### src/rtl/mpu_guard_pkg.sv
// Shared types for the memory protection region checker.
// Assumes a byte-addressed bus and region sizes of at least 32 bytes.
package mpu_guard_pkg;

    typedef enum logic [1:0] {
        ACC_READ  = 2'd0,
        ACC_WRITE = 2'd1,
        ACC_FETCH = 2'd2,
        ACC_SPARE = 2'd3
    } acc_kind_e;

    typedef struct packed {
        logic [4:0] size_exp;
        logic       user_ok;
        logic       exec_ok;
        logic       write_ok;
        logic       read_ok;
        logic       enable;
    } region_attr_t;

    localparam logic [4:0] MIN_SIZE_EXP = 5'd5;

    localparam logic [1:0] SEL_BASE = 2'd0;
    localparam logic [1:0] SEL_ATTR = 2'd1;
    localparam logic [1:0] SEL_CTRL = 2'd2;

    localparam int unsigned ATTR_EN_BIT   = 0;
    localparam int unsigned ATTR_RD_BIT   = 1;
    localparam int unsigned ATTR_WR_BIT   = 2;
    localparam int unsigned ATTR_EX_BIT   = 3;
    localparam int unsigned ATTR_USER_BIT = 4;
    localparam int unsigned ATTR_EXP_LSB  = 8;

    localparam int unsigned CTRL_GEN_BIT = 0;
    localparam int unsigned CTRL_CLR_BIT = 1;

endpackage

### src/rtl/mpu_region_bank.sv
// Region register file and control register.
// Decodes writes from the configuration port. Size exponents below the
// minimum are clamped on write. Writes with an unused selector are dropped.
// Assumes ADDR_W >= 13 so that the attribute fields fit in one data word.
module mpu_region_bank
    import mpu_guard_pkg::*;
#(
    parameter int unsigned NUM_REGIONS = 4,
    parameter int unsigned ADDR_W      = 32,
    parameter int unsigned IDX_W       = (NUM_REGIONS > 1) ? $clog2(NUM_REGIONS) : 1,
    parameter int unsigned CFG_AW      = IDX_W + 2
) (
    input  logic                                  clk,
    input  logic                                  rst_n,
    input  logic                                  cfg_we,
    input  logic [CFG_AW-1:0]                     cfg_addr,
    input  logic [ADDR_W-1:0]                     cfg_wdata,
    output logic [NUM_REGIONS-1:0][ADDR_W-1:0]    base_q,
    output region_attr_t [NUM_REGIONS-1:0]        attr_q,
    output logic                                  glb_en,
    output logic                                  fault_clr
);

    logic [1:0]       wr_sel;
    logic [IDX_W-1:0] wr_idx;
    logic [4:0]       raw_exp;
    logic [4:0]       clamped_exp;
    region_attr_t     attr_new;

    assign wr_sel = cfg_addr[1:0];
    assign wr_idx = cfg_addr[CFG_AW-1:2];

    // Clamp the requested size exponent to the smallest legal region.
    always_comb begin
        raw_exp     = cfg_wdata[ATTR_EXP_LSB +: 5];
        clamped_exp = (raw_exp < MIN_SIZE_EXP) ? MIN_SIZE_EXP : raw_exp;
    end

    // Assemble the attribute word to be stored.
    always_comb begin
        attr_new.enable   = cfg_wdata[ATTR_EN_BIT];
        attr_new.read_ok  = cfg_wdata[ATTR_RD_BIT];
        attr_new.write_ok = cfg_wdata[ATTR_WR_BIT];
        attr_new.exec_ok  = cfg_wdata[ATTR_EX_BIT];
        attr_new.user_ok  = cfg_wdata[ATTR_USER_BIT];
        attr_new.size_exp = clamped_exp;
    end

    // Control register is shared by all indices; the clear bit is a pulse.
    assign fault_clr = cfg_we && (wr_sel == SEL_CTRL) && cfg_wdata[CTRL_CLR_BIT];

    // Hold the global check enable.
    always_ff @(posedge clk) begin
        if (!rst_n)
            glb_en <= 1'b0;
        else if (cfg_we && wr_sel == SEL_CTRL)
            glb_en <= cfg_wdata[CTRL_GEN_BIT];
    end

    for (genvar g = 0; g < NUM_REGIONS; g++) begin : g_region
        logic hit_idx;
        assign hit_idx = cfg_we && (wr_idx == IDX_W'(g));

        // Store this region's base address.
        always_ff @(posedge clk) begin
            if (!rst_n)
                base_q[g] <= '0;
            else if (hit_idx && wr_sel == SEL_BASE)
                base_q[g] <= cfg_wdata;
        end

        // Store this region's attributes; reset leaves it disabled.
        always_ff @(posedge clk) begin
            if (!rst_n) begin
                attr_q[g]          <= '0;
                attr_q[g].size_exp <= MIN_SIZE_EXP;
            end else if (hit_idx && wr_sel == SEL_ATTR) begin
                attr_q[g] <= attr_new;
            end
        end
    end

endmodule

### src/rtl/mpu_region_match.sv
// One region comparator: masked tag compare, no adder.
// The mask clears the low size_exp bits of both operands, so a misaligned
// base drops to its size boundary.
module mpu_region_match #(
    parameter int unsigned ADDR_W = 32
) (
    input  logic [ADDR_W-1:0] addr,
    input  logic [ADDR_W-1:0] base,
    input  logic              enable,
    input  logic [4:0]        size_exp,
    output logic              hit
);

    logic [ADDR_W-1:0] tag_mask;
    logic [ADDR_W-1:0] diff;

    // Build the tag mask by shifting ones left; compare the tags only.
    always_comb begin
        tag_mask = {ADDR_W{1'b1}} << size_exp;
        diff     = (addr ^ base) & tag_mask;
        hit      = enable && (diff == '0);
    end

endmodule

### src/rtl/mpu_verdict.sv
// Picks the highest-index hit region and turns its flags into allow/abort.
// Purely combinational, so the decision lands in the request's own cycle.
// A miss is allowed for privileged requests only. A clear global enable
// allows everything.
module mpu_verdict
    import mpu_guard_pkg::*;
#(
    parameter int unsigned NUM_REGIONS = 4
) (
    input  logic [NUM_REGIONS-1:0]         hits,
    input  region_attr_t [NUM_REGIONS-1:0] attrs,
    input  logic                           req_valid,
    input  logic [1:0]                     req_kind,
    input  logic                           req_priv,
    input  logic                           glb_en,
    output logic                           abort
);

    acc_kind_e    kind;
    region_attr_t win_attr;
    logic         any_hit;
    logic         kind_ok;
    logic         allow;

    assign kind = acc_kind_e'(req_kind);

    // Later (higher) indices override earlier ones.
    always_comb begin
        win_attr = '0;
        any_hit  = 1'b0;
        for (int i = 0; i < NUM_REGIONS; i++) begin
            if (hits[i]) begin
                win_attr = attrs[i];
                any_hit  = 1'b1;
            end
        end
    end

    // Select the flag the access kind needs.
    always_comb begin
        unique case (kind)
            ACC_WRITE: kind_ok = win_attr.write_ok;
            ACC_FETCH: kind_ok = win_attr.exec_ok;
            default:   kind_ok = win_attr.read_ok;
        endcase
    end

    // Final decision.
    always_comb begin
        if (!glb_en)
            allow = 1'b1;
        else if (any_hit)
            allow = kind_ok && (req_priv || win_attr.user_ok);
        else
            allow = req_priv;
        abort = req_valid && !allow;
    end

endmodule

### src/rtl/mpu_fault_latch.sv
// Fault reporting: a one-cycle pulse after every abort and a sticky capture
// of the first faulting address. A fault that arrives with a clear is kept.
module mpu_fault_latch #(
    parameter int unsigned ADDR_W = 32
) (
    input  logic              clk,
    input  logic              rst_n,
    input  logic              abort,
    input  logic [ADDR_W-1:0] addr,
    input  logic              clr,
    output logic              fault_pulse,
    output logic              fault_valid,
    output logic [ADDR_W-1:0] fault_addr
);

    logic take;

    assign take = abort && (!fault_valid || clr);

    // Register the fault pulse.
    always_ff @(posedge clk) begin
        if (!rst_n)
            fault_pulse <= 1'b0;
        else
            fault_pulse <= abort;
    end

    // Sticky first-fault capture with software clear.
    always_ff @(posedge clk) begin
        if (!rst_n) begin
            fault_valid <= 1'b0;
            fault_addr  <= '0;
        end else if (take) begin
            fault_valid <= 1'b1;
            fault_addr  <= addr;
        end else if (clr) begin
            fault_valid <= 1'b0;
        end
    end

endmodule

### src/rtl/mpu_region_guard.sv
// Top of the memory protection region checker.
// The region bank feeds one comparator per region. The verdict gates the
// write enable in the same cycle and the fault latch reports the abort.
// Assumes requests are single-cycle and the write enable may be gated
// combinationally.
module mpu_region_guard
    import mpu_guard_pkg::*;
#(
    parameter int unsigned NUM_REGIONS = 4,
    parameter int unsigned ADDR_W      = 32,
    parameter int unsigned IDX_W       = (NUM_REGIONS > 1) ? $clog2(NUM_REGIONS) : 1,
    parameter int unsigned CFG_AW      = IDX_W + 2
) (
    input  logic              clk,
    input  logic              rst_n,
    input  logic              cfg_we,
    input  logic [CFG_AW-1:0] cfg_addr,
    input  logic [ADDR_W-1:0] cfg_wdata,
    input  logic              req_valid,
    input  logic [ADDR_W-1:0] req_addr,
    input  logic [1:0]        req_kind,
    input  logic              req_priv,
    input  logic              req_wen,
    output logic              mem_wen,
    output logic              req_abort,
    output logic              fault_pulse,
    output logic              fault_valid,
    output logic [ADDR_W-1:0] fault_addr
);

    logic [NUM_REGIONS-1:0][ADDR_W-1:0] base_q;
    region_attr_t [NUM_REGIONS-1:0]     attr_q;
    logic [NUM_REGIONS-1:0]             hits;
    logic                               glb_en;
    logic                               fault_clr;

    mpu_region_bank #(
        .NUM_REGIONS (NUM_REGIONS),
        .ADDR_W      (ADDR_W),
        .IDX_W       (IDX_W),
        .CFG_AW      (CFG_AW)
    ) i_bank (
        .clk       (clk),
        .rst_n     (rst_n),
        .cfg_we    (cfg_we),
        .cfg_addr  (cfg_addr),
        .cfg_wdata (cfg_wdata),
        .base_q    (base_q),
        .attr_q    (attr_q),
        .glb_en    (glb_en),
        .fault_clr (fault_clr)
    );

    for (genvar g = 0; g < NUM_REGIONS; g++) begin : g_match
        mpu_region_match #(
            .ADDR_W (ADDR_W)
        ) i_match (
            .addr     (req_addr),
            .base     (base_q[g]),
            .enable   (attr_q[g].enable),
            .size_exp (attr_q[g].size_exp),
            .hit      (hits[g])
        );
    end

    mpu_verdict #(
        .NUM_REGIONS (NUM_REGIONS)
    ) i_verdict (
        .hits      (hits),
        .attrs     (attr_q),
        .req_valid (req_valid),
        .req_kind  (req_kind),
        .req_priv  (req_priv),
        .glb_en    (glb_en),
        .abort     (req_abort)
    );

    // Cancel the write before it reaches memory.
    assign mem_wen = req_wen && !req_abort;

    mpu_fault_latch #(
        .ADDR_W (ADDR_W)
    ) i_fault (
        .clk         (clk),
        .rst_n       (rst_n),
        .abort       (req_abort),
        .addr        (req_addr),
        .clr         (fault_clr),
        .fault_pulse (fault_pulse),
        .fault_valid (fault_valid),
        .fault_addr  (fault_addr)
    );

endmodule

### config.mk
export PLATFORM = sky130hd
export DESIGN_NAME = mpu_region_guard
export DESIGN_NICKNAME = d
export VERILOG_FILES = /design/src/rtl/mpu_guard_pkg.sv /design/src/rtl/mpu_region_bank.sv /design/src/rtl/mpu_region_match.sv /design/src/rtl/mpu_verdict.sv /design/src/rtl/mpu_fault_latch.sv /design/src/rtl/mpu_region_guard.sv
export SDC_FILE = /design/constraint.sdc
export NUM_CORES = 1
export LEC_CHECK = 0
export ABC_AREA = 1
export BUFFER_PORTS_ARGS = -buffer_cell sky130_fd_sc_hd__buf_2
export CORE_ASPECT_RATIO = 1.2
export CORE_MARGIN = 4
export CORE_UTILIZATION = 50
export DETAILED_ROUTE_END_ITERATION = 16
export PLACE_DENSITY_LB_ADDON = 0.3
export SYNTH_ARGS = -nofsm -noshare
export SYNTH_HDL_FRONTEND = slang
export SYNTH_HIERARCHICAL = 1
export SYNTH_SLANG_ARGS = --single-unit
### constraint.sdc
create_clock -name clk -period 4.88 [get_ports clk]
set_input_delay 0 -clock clk [delete_from_list [all_inputs] [get_ports clk]]
set_output_delay 0 -clock clk [all_outputs]
set_load 0.1 [all_outputs]
Word level (Yosys, flattened, before mapping)

Cells that the tools add are included.

Bits in registers: 203
Logic and storage cells: 100
RAM bits: 0
ROM bits: 0
Latch bits: 0
Memories kept: 0

Bitwise gates (word level): 8
$mul: 0
Multiplexer cells: 14
Equal/unequal tests: 7
Divide/modulo/power cells: 0
Order comparisons: 1
Reductions and logical operators: 34
Add/subtract/negate cells: 0
Shift operators: 4

Operators with widths:

| operator                | number |
|---|---|
| $and A32 B32 Y32        | 4 |
| $logic_not A32 Y1       | 4 |
| $shl A32 B5 Y32 const A | 4 |
| $xor A32 B32 Y32        | 4 |
| $mux W5                 | 5 |
| $logic_and A1 B1 Y1     | 22 |
| $eq A2 B2 Y1 const B    | 4 |
| $mux W1                 | 8 |
| $eq A2 B1 Y1 const B    | 3 |
| $lt A5 B3 Y1 const B    | 1 |
| $logic_not A2 Y1        | 2 |
| $logic_not A1 Y1        | 3 |
| $logic_or A1 B1 Y1      | 2 |
| $pmux W1 S2             | 1 |
| $reduce_bool A2 Y1      | 1 |

Depth between registers and ports, before layout

Gate-level depths: netlist of run 1.

Depth in word-level cells: 16
Gate-level depth with buffers: 25
Mapped depth without buffers: 22

By module

Netlist of run 1, hierarchy kept.

Modules (own cells, without submodules):

| module           | instances | cells an instance | area an instance (µm²) | seq. area each (µm²) |
|---|---|---|---|---|
| mpu_region_bank  | 1         | 793               | 6107.1                 | 3383.2 |
| mpu_region_match | 4         | 177               | 838.3                  | 0.0 |
| mpu_fault_latch  | 1         | 217               | 1536.5                 | 680.7 |
| mpu_verdict      | 1         | 47                | 236.5                  | 0.0 |
| mpu_region_guard | 1         | 2                 | 10.0                   | 0.0 |

Worst setup path after synthesis of run 1

OpenSTA, ideal clock, no wires.

Path type: register to register
Start: reg, netlist name i_bank/attr_q[18]
End: reg i_fault.fault_addr[18]
Stages on the path, launching flop included: 24
Path buffers: 3
Arrival time: 3.298 ns
Clock period less this slack: 3.364 ns
Data required time: 4.814 ns
Path slack: 1.516 ns
Cells stage by stage: dfxtp_1 buf_6 nand2_2 inv_2 nand2_1 nand2_1 nand2_1 nor2_1 nand2_1 nor2_1 nand2_1 nor2_1 inv_2 nand3_2 nand2_1 nand2_1 nand2_1 a21oi_2 nand2_1 a21oi_2 buf_6 buf_2 a21oi_1 nor2_1

Cells in the longest elaborated chain, start to end: 14
Elaborated cells between the ends (all ways): 18
Those cells by class: shift: 1; mux: 9; bitwise: 1; reduce/logical: 7

RTL lines:

| element                                           | line                                 | source |
|---|---|---|
| $shl A32 B5 Y32 (*)                               | mpu_region_match.sv:19               | `tag_mask = {ADDR_W{1'b1}} << size_exp;` |
| $and A32 B32 Y32 (*)                              | mpu_region_match.sv:20               | `diff = (addr ^ base) & tag_mask;` |
| $logic_not A32 Y1 (*)                             | mpu_region_match.sv:21               | `hit = enable && (diff == '0);` |
| $logic_and A1 B1 Y1 (*)                           | mpu_region_match.sv:21               |  |
| via hits[1]                                       | mpu_region_guard.sv:33               | `logic [NUM_REGIONS-1:0] hits;` |
| $mux W5 (3 in series)                             | mpu_verdict.sv:32                    | `if (hits[i]) begin` |
| $pmux W1 S2 or $logic_or A1 B1 Y1 (tied branches) | mpu_verdict.sv:41, mpu_verdict.sv:53 |  |
| $logic_and A1 B1 Y1                               | mpu_verdict.sv:53                    | `allow = kind_ok && (req_priv \|\| win_attr.user_ok);` |
| $mux W1 (*)                                       | mpu_verdict.sv:52                    | `else if (any_hit)` |
| $mux W1 (*)                                       | mpu_verdict.sv:50                    | `if (!glb_en)` |
| $logic_not A1 Y1 (*)                              | mpu_verdict.sv:56                    | `abort = req_valid && !allow;` |
| $logic_and A1 B1 Y1 (*)                           | mpu_verdict.sv:56                    |  |
| via req_abort                                     | mpu_region_guard.sv:25               | `output logic req_abort,` |
| $logic_and A1 B1 Y1 (*)                           | mpu_fault_latch.sv:18                | `assign take = abort && (!fault_valid \|\| clr);` |
| to (signal assigned)                              | mpu_fault_latch.sv:35                | `fault_addr <= addr;` |
| to (decl)                                         | mpu_fault_latch.sv:13                | `output logic [ADDR_W-1:0] fault_addr` |

Mark *: on every way through the listed nets, which the timed path passes. The rest lies on a longest branch.
A chain may end at the register's enable or synchronous reset.

Worst setup path after layout of run 1

Start: reg, netlist name i_bank/attr_q[39]
End: out req_abort

Cells in the longest elaborated chain, start to end: 11
Elaborated cells between the ends (all ways): 13
Those cells by class: shift: 1; mux: 5; bitwise: 1; reduce/logical: 6

RTL lines:

| element                                           | line |
|---|---|
| $shl A32 B5 Y32 (*)                               | mpu_region_match.sv:19 |
| $and A32 B32 Y32 (*)                              | mpu_region_match.sv:20 |
| $logic_not A32 Y1 (*)                             | mpu_region_match.sv:21 |
| $logic_and A1 B1 Y1 (*)                           | mpu_region_match.sv:21 |
| via hits[3]                                       | mpu_region_guard.sv:33 |
| $mux W5                                           | mpu_verdict.sv:32 |
| $pmux W1 S2 or $logic_or A1 B1 Y1 (tied branches) | mpu_verdict.sv:41, mpu_verdict.sv:53 |
| $logic_and A1 B1 Y1                               | mpu_verdict.sv:53 |
| $mux W1 (*)                                       | mpu_verdict.sv:52 |
| $mux W1 (*)                                       | mpu_verdict.sv:50 |
| $logic_not A1 Y1 (*)                              | mpu_verdict.sv:56 |
| $logic_and A1 B1 Y1 (*)                           | mpu_verdict.sv:56 |
| to (decl)                                         | mpu_region_guard.sv:25 |

Marked as above.

==> out/qor.txt, run 1 <==
Total gr overflow = 0
Cell repeated most along the worst path = nand2_1
Slew Limit Headroom = 0.367
Initial antenna violation count = 1
Max-slew violation count = 0
Endpoint class of the critical path = primary output
Adder-Cell Fraction of Synth Area = 0.00223
Top post-synthesis cells by area = dfxtp_1, nand2_1, nor2_1
Post-synth EDFFs = 0
Fin crit period = 3.92 ns
Number of port buffers = 111
Post-Synth Simple-Gate Area = 0.375
Register bit total from synthesis = 203
Cells after synthesis = 1,767
Pwr dens = 297 nW/µm²
Mux cell area share after synthesis = 0
Layout fillers = 2,129
Post-synth design cell area = 11,200 µm²
Finish-stage setup viols = 0
Die Y-Extent = 172 µm
Remaining antenna violation count = 0
Final Hold Viols = 0
Via/cell ratio = 5.43
Gr usage total = 0.324
Critical path class = reg -> out
Worst Path Max Fanout = 30
Synth top area share = 0.361
I/O pins = 112
Largest family of logic cells by synthesized area = simple AND/OR/NAND/NOR gates
Cts repair resizes = 0
Met2 usage = 0.537
Area of the multi-input gates = 6120 µm²
Drt total wl = 41,000 µm
Met1 usage = 0.397
Longest Clk Path Bufs = 3
Synth Area in Compound Gates = 0.0944
Achievable Freq = 255 MHz
GR Layer Usage met3 = 0.0537
Setup Buffers After CTS = 0
P_leak = 6.10 nW
CP cell instances = inv_2 -> nand3_1 -> nor2_1 -> nor2_1 -> nand2_1 -> nor2_1 -> nand2_1 -> nor2_1 -> inv_2 -> o21a_1 -> nand2_1 -> nand2_1 -> nand2_1 -> nand2_1 -> a21oi_4 -> buf_4 -> buf_2
Clock sink count = 203
Largest net degree at the start of global routing = 92
Syn Nets = 1,845
Peak supply drop = 0.209 mV
Setup_tns = 0 ns
CP Launch Type = flip-flop
Vias in the first global route = 11,304
Worst hold path class = in -> reg
Critical path's slowest cell = dfxtp_1
Register cell area after layout = 4060 µm²
Synth Area in XOR/XNOR = 0.0717
Post-synth top cells = nand2_1, nor2_1, dfxtp_1, inv_1, nand3_1
Initial DRT Pass Iterations = 5
H-tree Lvls = 1
GRT busiest layer = met2
Top_reg_cell synth = dfxtp_1
CTS root buffer = clkbuf_16
Sequential area share after synthesis = 0.361
Layout area overhead = 17.1%
Initial Util = 0.513
CP max stage delay = 0.63 ns
Largest area contributor in the synthesized netlist = dfxtp_1
Final hold slack = 0.125 ns
Clock-pin slew on the worst setup and hold paths = 0.06 ns
Share of layout cells above drive strength 1 = 0.120
Critical path arrival = 3.92 ns
Nets@finish = 1,978
Row count = 59
Worst Skew = 0.0150 ns
Core Footprint = 21,900 µm²
CTS tree = built
1st-iter DRT viols = 1,048
Syn Area/Cell = 6.36 µm²
Horiz. Die Dim = 145 µm
WL/cell = 18.7 µm
Worst skew pair latency = 0.51 ns
Die Footprint = 25,000 µm²
Routability cong. = 0.995
Period Utilization, post-route = 0.804
WP data required = 4.88 ns
Worst Max-Slew Pin Slew = 0.948 ns
Total CTS buffers = 23
Max Cap Viol = 0
Vias = 11,891
Synth unique cells = 31
Most numerous cell in the Yosys netlist = nand2_1
Detailed Place HPWL = 27,900 µm
Outcome = finished, final reports clean
Ys Warns = 6
# DRC = 0
Total power = 3.91 mW
Post-synth ARST share = 0
Wire length of the first global-routing pass = 61,900 µm
RSZ-0062 raised after global routing = false
what timing repair did:
action / 4_1_cts / 5_1_grt
hold buffers: 71 / 0
setup endpoints to repair: 0 / 0
endpoints found under the hold margin: 192 / 0
per-stage QoR:
stage	utilization	setup slack [ns]	area, µm²	instances
detailed placement	0.537	1.19	11800	2078
global route	0.601	0.607	13200	2187
global placement	0.537	1.22	11800	2078
finish	0.601	0.959	13200	2188
floorplan	-	1.52	11200	1767
CTS	0.601	0.951	13200	2187
cells in the final DEF (no fill, tap or decap), types with 3 or more instances in the layout:
| cell type | synthesis | final |
|---|---|---|
| a21oi_1 | 77 | 77 |
| buf_2 | 36 | 110 |
| buf_4 | 4 | 9 |
| clkbuf_1 | 27 | 5 |
| clkbuf_16 | 0 | 23 |
| clkinv_1 | 4 | 4 |
| clkinv_2 | 0 | 6 |
| dfxtp_1 | 203 | 203 |
| dlygate4sd3_1 | 0 | 71 |
| inv_1 | 128 | 128 |
| inv_2 | 33 | 33 |
| nand2_1 | 418 | 418 |
| nand2_2 | 17 | 17 |
| nand3_1 | 109 | 108 |
| nand3_2 | 3 | 4 |
| nand4_1 | 51 | 51 |
| nor2_1 | 393 | 393 |
| nor2_2 | 12 | 12 |
| nor2_4 | 3 | 3 |
| o21ai_0 | 65 | 65 |
| o21ai_1 | 59 | 59 |
| or2_2 | 5 | 5 |
| xnor2_1 | 32 | 32 |
| xor2_1 | 60 | 60 |
worst max-delay path: cells and delay by family, from the launching register on:
| family | cells | cell delay [ns] |
|---|---|---|
| AND/OR/NAND/NOR | 11 | 1.27 |
| buffers and inverters | 4 | 1.19 |
| flip-flops | 1 | 0.63 |
| AO/OA/AOI/OAI | 2 | 0.30 |
cell families after synthesis:
kind of cell	Yosys count
adders and majority gates	2
AOI/OAI and AO/OA	208
and+or+nand+nor	1015
xor gates and xnor gates	92
buffers and inverters	247
DFF	203
per-layer routing:
layer | part of all wire | wire [µm] | vias to the layer above
li1 | - | - | 5808
met1 | 0.39 | 16000 | 5375
met2 | 0.47 | 19100 | 560
met3 | 0.082 | 3350 | 146
met4 | 0.060 | 2440 | 2
met5 | 0.00017 | 7 | -
final timing paths:
kind / startpoint / to / slack (ns) / cells after the start
worst max-delay path: i_bank/attr_q[39] / req_abort / 0.96 / 17
worst min-delay path: rst_n / i_bank/attr_q[17] / 0.12 / 2
worst max register to register: i_bank/attr_q[39] / i_fault/fault_addr[6] / 1.12 / 20
worst min register to register: i_bank/glb_en / i_bank/glb_en / 0.46 / 2
state kept, by name (all words and copies together), names as in the netlist:
name                 cells
i_bank/attr_q           40
i_bank/base_q          128
i_fault/fault_pulse      1
i_fault/fault_valid      1
i_bank/glb_en            1
i_fault/fault_addr      32
power breakdown:
part | leakage (nW) | total (mW) | internal, mW | switching, mW
combinational | 4.11 | 0.546 | 0.177 | 0.369
clock | 0.345 | 1.64 | 0.945 | 0.694
sequential | 1.64 | 1.72 | 1.69 | 0.0293
layout make-up:
cell class / count / area share
clock inverters: 8 / 0.00523
clock buffers: 30 / 0.0472
inverters: 165 / 0.0470
diodes: 1 / 0.000190
flip-flops and latches: 203 / 0.309
multi-input cells: 1317 / 0.465
repair buffers: 190 / 0.101
well taps: 274 / 0.0260
Power figures use the tool's default switching activity.
==> run 2: changes to the inputs <==
Clock period 4.88 ns to 4.11 ns, I/O delays scaled along.
==> run 2 against run 1 <==
Critical path depth grew 1. Die area unchanged. Non-clock buffer count unchanged. First-iteration DRC count grew 21%. Highest routed layer is now met4. Clock skew fell by 0.0010 ns. Count of clock-buffer cells in the layout increased by 3. Critical path type unchanged. Routed wire length decreased by 0.68%. Largest power group is now the clock network.
==> out/qor.txt, run 2 (synthesized netlist as in run 1, its figures left out) <==
Final Hold Viols = 0
Max-slew violation count = 0
Share of layout cells above drive strength 1 = 0.123
Wire length of the first global-routing pass = 61,200 µm
Core Footprint = 21,900 µm²
Max Cap Viol = 0
Fin crit period = 3.79 ns
Design area = 13,300 µm²
Clock sink count = 203
Achievable Freq = 264 MHz
Critical path class = reg -> out
CP Launch Type = flip-flop
CP cell instances = inv_2 -> nand3_1 -> nor2_1 -> nor2_1 -> nand2_1 -> nor2_1 -> nand2_1 -> nor2_1 -> inv_2 -> nand3_1 -> nand2_1 -> nand2_1 -> nand2_1 -> nand2_1 -> nand2_1 -> a21oi_4 -> buf_12 -> buf_2
Largest regs = i_bank/base_q x128, i_bank/attr_q x40, i_fault/fault_addr x32
H-tree Lvls = 1
CTS tree = built
WP data required = 4.11 ns
Worst skew pair latency = 0.51 ns
Worst Path Max Fanout = 67
Endpoint class of the critical path = primary output
Worst reg-to-reg setup slack = 0.88 ns
Initial Util = 0.513
CP max stage delay = 0.61 ns
Placed cells = 2,081
Worst Max-Slew Pin Slew = 0.868 ns
I/O pins = 112
Clock-pin slew on the worst setup and hold paths = 0.06 ns
Cell repeated most along the worst path = nand2_1
CTS root buffer = clkbuf_16
Largest net degree at the start of global routing = 167
Vias = 11,916
Longest Clk Path Bufs = 3
Pwr dens = 362 nW/µm²
Outcome = finished, final reports clean
Initial DRT Pass Iterations = 5
Critical path arrival = 3.79 ns
Vias in the first global route = 11,083
Layout area overhead = 18.0%
Initial antenna violation count = 0
Commonest non-fill, non-tap cell in the layout = nand2_1
Row count = 59
Setup_tns = 0 ns
# DRC = 0
Number of port buffers = 111
Die Footprint = 25,000 µm²
WL/cell = 18.6 µm
P_leak = 6.15 nW
Detailed Place HPWL = 27,800 µm
Routability cong. = 0.991
Total gr overflow = 0
Finish-stage setup viols = 0
Die Y-Extent = 172 µm
Worst Skew = 0.0140 ns
1st-iter DRT viols = 1,266
Critical path's slowest cell = dfxtp_1
Nets@finish = 1,977
Slew Limit Headroom = 0.420
Remaining antenna violation count = 0
Horiz. Die Dim = 145 µm
Gr usage total = 0.318
Peak supply drop = 0.252 mV
Non-filler cells, final = 2,189
Period Utilization, post-route = 0.923
DP Area = 11,800 µm²
Biggest register = i_bank/base_q
Most frequent cells in the layout = nand2_1, nor2_1, dfxtp_1
Drt total wl = 40,700 µm
Via/cell ratio = 5.44
RSZ-0062 raised after global routing = false
Total CTS buffers = 22
Worst hold path class = in -> reg
# diodes = 0
Max FFs per register = 128
## run 2: path summary, 6_finish.rpt
kind                                         endpoint              start  cells after the start
worst max-delay path                        req_abort  i_bank/attr_q[29]                     18
worst min-delay path                i_bank/attr_q[36]        cfg_addr[2]                      5
worst max register to register  i_fault/fault_addr[6]  i_bank/attr_q[29]                     20
worst min register to register          i_bank/glb_en      i_bank/glb_en                      2
## run 2: critical path, delay by kind of cell, from the launching register on
family                 cells  cell delay, ns
AOI/OAI and AO/OA          1            0.15
buffers and inverters      4            1.11
DFF                        1            0.61
and+or+nand+nor           13            1.40
## run 2: power by group
group | internal (mW) | switching, mW | total [mW]
Combinational | 0.210 | 0.442 | 0.652
Sequential | 2.01 | 0.0350 | 2.04
Clock | 1.27 | 0.836 | 2.11
Total | 3.49 | 1.31 | 4.81
## run 2: layer usage
layer,vias up,wire length (µm),global-route usage
met4,0,2370,0.169
li1,5808,-,-
met2,542,18900,0.528
met3,133,3120,0.0429
met1,5433,16300,0.400
met5,-,0,0
## run 2: what timing repair did
action / in CTS / in global routing
gates resized for setup: 0 / 1
endpoints found under the hold margin: 195 / 0
setup endpoints to repair: 0 / 1
hold buffers: 68 / 0
setup buffers: 0 / 0
## run 2: metrics by stage
stage | worst slack [ns] | hold slack [ns] | utilization | power (mW)
floorplan | 0.746 | 0.135 | - | 2.44
global placement | 0.818 | 0.284 | 0.539 | 2.67
detailed placement | 0.825 | 0.295 | 0.539 | 2.67
CTS | 0.273 | 0.0372 | 0.605 | 4.82
global route | 0.00957 | 0.0682 | 0.605 | 4.95
finish | 0.318 | 0.0566 | 0.605 | 4.81
## run 2: cell type report
type / count / area, µm²
fill: 2112 / 8660
multi-input combinational: 1317 / 6120
sequential: 203 / 4060
timing repair buffer: 190 / 1350
clock buffer: 33 / 683
inverter: 165 / 619
tap: 274 / 343
clock inverter: 7 / 88.8
==> run 3: changes to the inputs <==
Settings changed: GPL_TIMING_DRIVEN set to 0, PLACE_DENSITY set to 0.79, PLACE_DENSITY_LB_ADDON 0.3 to not set.
==> run 3 against run 2 <==
Count of clock-buffer cells in the layout shrank 4. Clock power is essentially flat. Critical path type is now reg -> reg. Via count grew 1.4%. Largest cell class unchanged. Setup slack gained 0.050 ns. Sequential power is essentially flat. Combinational power grew 2%. Utilization grew 1.7 points. Clock skew grew 0.0056 ns. Non-clock buffer count grew 71. Global-route usage shrank 0.63 points. Fmax grew 1.3%.
==> out/qor.txt, run 3 (synthesized netlist as in run 1, its figures left out) <==
Setup Buffers After CTS = 0
Worst reg-to-reg setup slack = 0.37 ns
Die Footprint = 25,000 µm²
Clock sink count = 203
Placed cells = 2,150
WP buf/inv = 4
Row count = 59
Worst path depth = 23
Worst hold path class = in -> reg
R2r endpoint = i_fault/fault_addr[27]
Remaining antenna violation count = 0
Clock-pin slew on the worst setup and hold paths = 0.06 ns
Period Utilization, post-route = 0.910
Slew Limit Headroom = 0.561
CTS tree = built
Worst skew pair latency = 0.52 ns
Critical path class = reg -> reg
Core Footprint = 21,900 µm²
Worst Skew = 0.0196 ns
Worst Max-Slew Pin Slew = 0.659 ns
WHS Path Cells = 5
P_leak = 6.36 nW
Peak supply drop = 0.285 mV
H-tree Lvls = 1
Cell repeated most along the worst path = nand2_1
Crit. Startpoint = i_bank/attr_q[16]
Critical path arrival = 4.15 ns
Gr usage total = 0.312
R2R cell count = 23
GRT busiest layer = met2
Max FFs per register = 128
Total CTS buffers = 23
Fin util = 0.622
Routability cong. = 1.03
Commonest non-fill, non-tap cell in the layout = nand2_1
Via/cell ratio = 5.34
Pwr dens = 356 nW/µm²
Max-slew violation count = 0
Horiz. Die Dim = 145 µm
Outcome = finished, final reports clean
CP top delay family = simple AND/OR/NAND/NOR gates
Total power = 4.85 mW
Achievable Freq = 267 MHz
RSZ-0062 raised after global routing = false
Final Hold Viols = 0
# DRC = 0
Vias = 12,080
Largest regs = i_bank/base_q x128, i_bank/attr_q x40, i_fault/fault_addr x32
Share of layout cells above drive strength 1 = 0.139
Met2 usage = 0.561
Initial antenna violation count = 0
CP cell instances = nor2_1 -> nand2_1 -> nand2_1 -> nand2_1 -> nand2_1 -> clkinv_1 -> nand2_1 -> nor2_1 -> nand2_1 -> nor2_1 -> inv_2 -> nand3_2 -> nand2_1 -> nand2_1 -> nand2_1 -> a21oi_2 -> nand2_1 -> a21oi_2 -> buf_6 -> nand3_1 -> nand2_1 -> dlygate4sd3_1 -> nor2_1
Setup_tns = 0 ns
CTS root buffer = clkbuf_16
Endpoint class of the critical path = flip-flop
Largest net degree at the start of global routing = 14
Total gr overflow = 0
Initial Util = 0.513
Die Y-Extent = 172 µm
Detailed Place HPWL = 29,700 µm
Wire length of the first global-routing pass = 60,600 µm
Number of port buffers = 109
1st-iter DRT viols = 913
Most frequent cells in the layout = nand2_1, nor2_1, dfxtp_1
Max Cap Viol = 0
CP Launch Type = flip-flop
Fin crit period = 3.74 ns
Initial DRT Pass Iterations = 8
Min-Delay Startpoint = cfg_addr[3]
Worst Path Max Fanout = 10
Biggest register = i_bank/base_q
Nets@finish = 2,049
Worst Hold End = i_bank/attr_q[25]
Drt total wl = 39,300 µm
Finish-stage setup viols = 0
FF-to-FF Start = i_bank/attr_q[16]
I/O pins = 112
Layout area overhead = 21.2%
# diodes = 0
WL/cell = 17.4 µm
Vias in the first global route = 11,645
Longest Clk Path Bufs = 3
CP max stage delay = 0.54 ns
Critical path's slowest cell = dlygate4sd3_1
GR Layer Usage met3 = 0.0401
Non-filler cells, final = 2,261
Met1 usage = 0.360
WP data required = 4.52 ns
run 3: power breakdown:
| part | switching [mW] | internal [mW] |
|---|---|---|
| logic | 0.441 | 0.220 |
| clock network | 0.841 | 1.30 |
| registers | 0.0315 | 2.01 |
| total | 1.31 | 3.53 |
run 3: worst max path at each step:
| stage | end | slack (ns) |
|---|---|---|
| 6_report | i_fault/fault_addr[27] | 0.37 |
| 5_1_grt | i_fault/fault_addr[27] | 0.04 |
| 4_1_cts | req_abort | 0.33 |
| 3_5_place_dp | i_fault/fault_addr[9] | 0.67 |
| 3_3_place_gp | i_fault/fault_addr[12] | 0.73 |
| 2_1_floorplan | i_fault/fault_addr[18] | 0.75 |
run 3: timing repair:
action,in CTS,in global routing
hold buffers,70,0
resized for setup,0,1
hold endpoints to repair,193,0
endpoints found under the setup margin,0,1
run 3: routing by layer:
layer,share of wire,vias up
met2,0.50,505
met4,0.056,0
met5,0,-
met1,0.38,5492
li1,-,5949
met3,0.072,134
run 3: area by class of cell:
| class | count | area, µm² |
|---|---|---|
| Inverter | 165 | 619 |
| Sequential cell | 203 | 4060 |
| Timing Repair Buffer | 179 | 1250 |
| Fill cell | 2084 | 8300 |
| Buffer | 82 | 450 |
| Multi-Input combinational cell | 1317 | 6110 |
| Tap cell | 274 | 343 |
| Clock buffer | 29 | 648 |
| Clock inverter | 12 | 144 |
run 3: per-stage QoR:
step / hold slack [ns] / instance area [µm²] / worst slack (ns)
after detailed placement: 0.304 / 12100 / 0.673
after global routing: 0.0423 / 13600 / 0.0375
final: 0.0214 / 13600 / 0.368
after CTS: 0.00581 / 13600 / 0.333
after floorplan: 0.135 / 11200 / 0.746
after global placement: 0.304 / 12100 / 0.734
run 3: tightest hold or removal path, cell delays in order:
cell     delay (ns)
buf_2          0.14
nand3_1        0.10
nor2_2         0.10
nand2_1        0.09
nand2_1        0.05
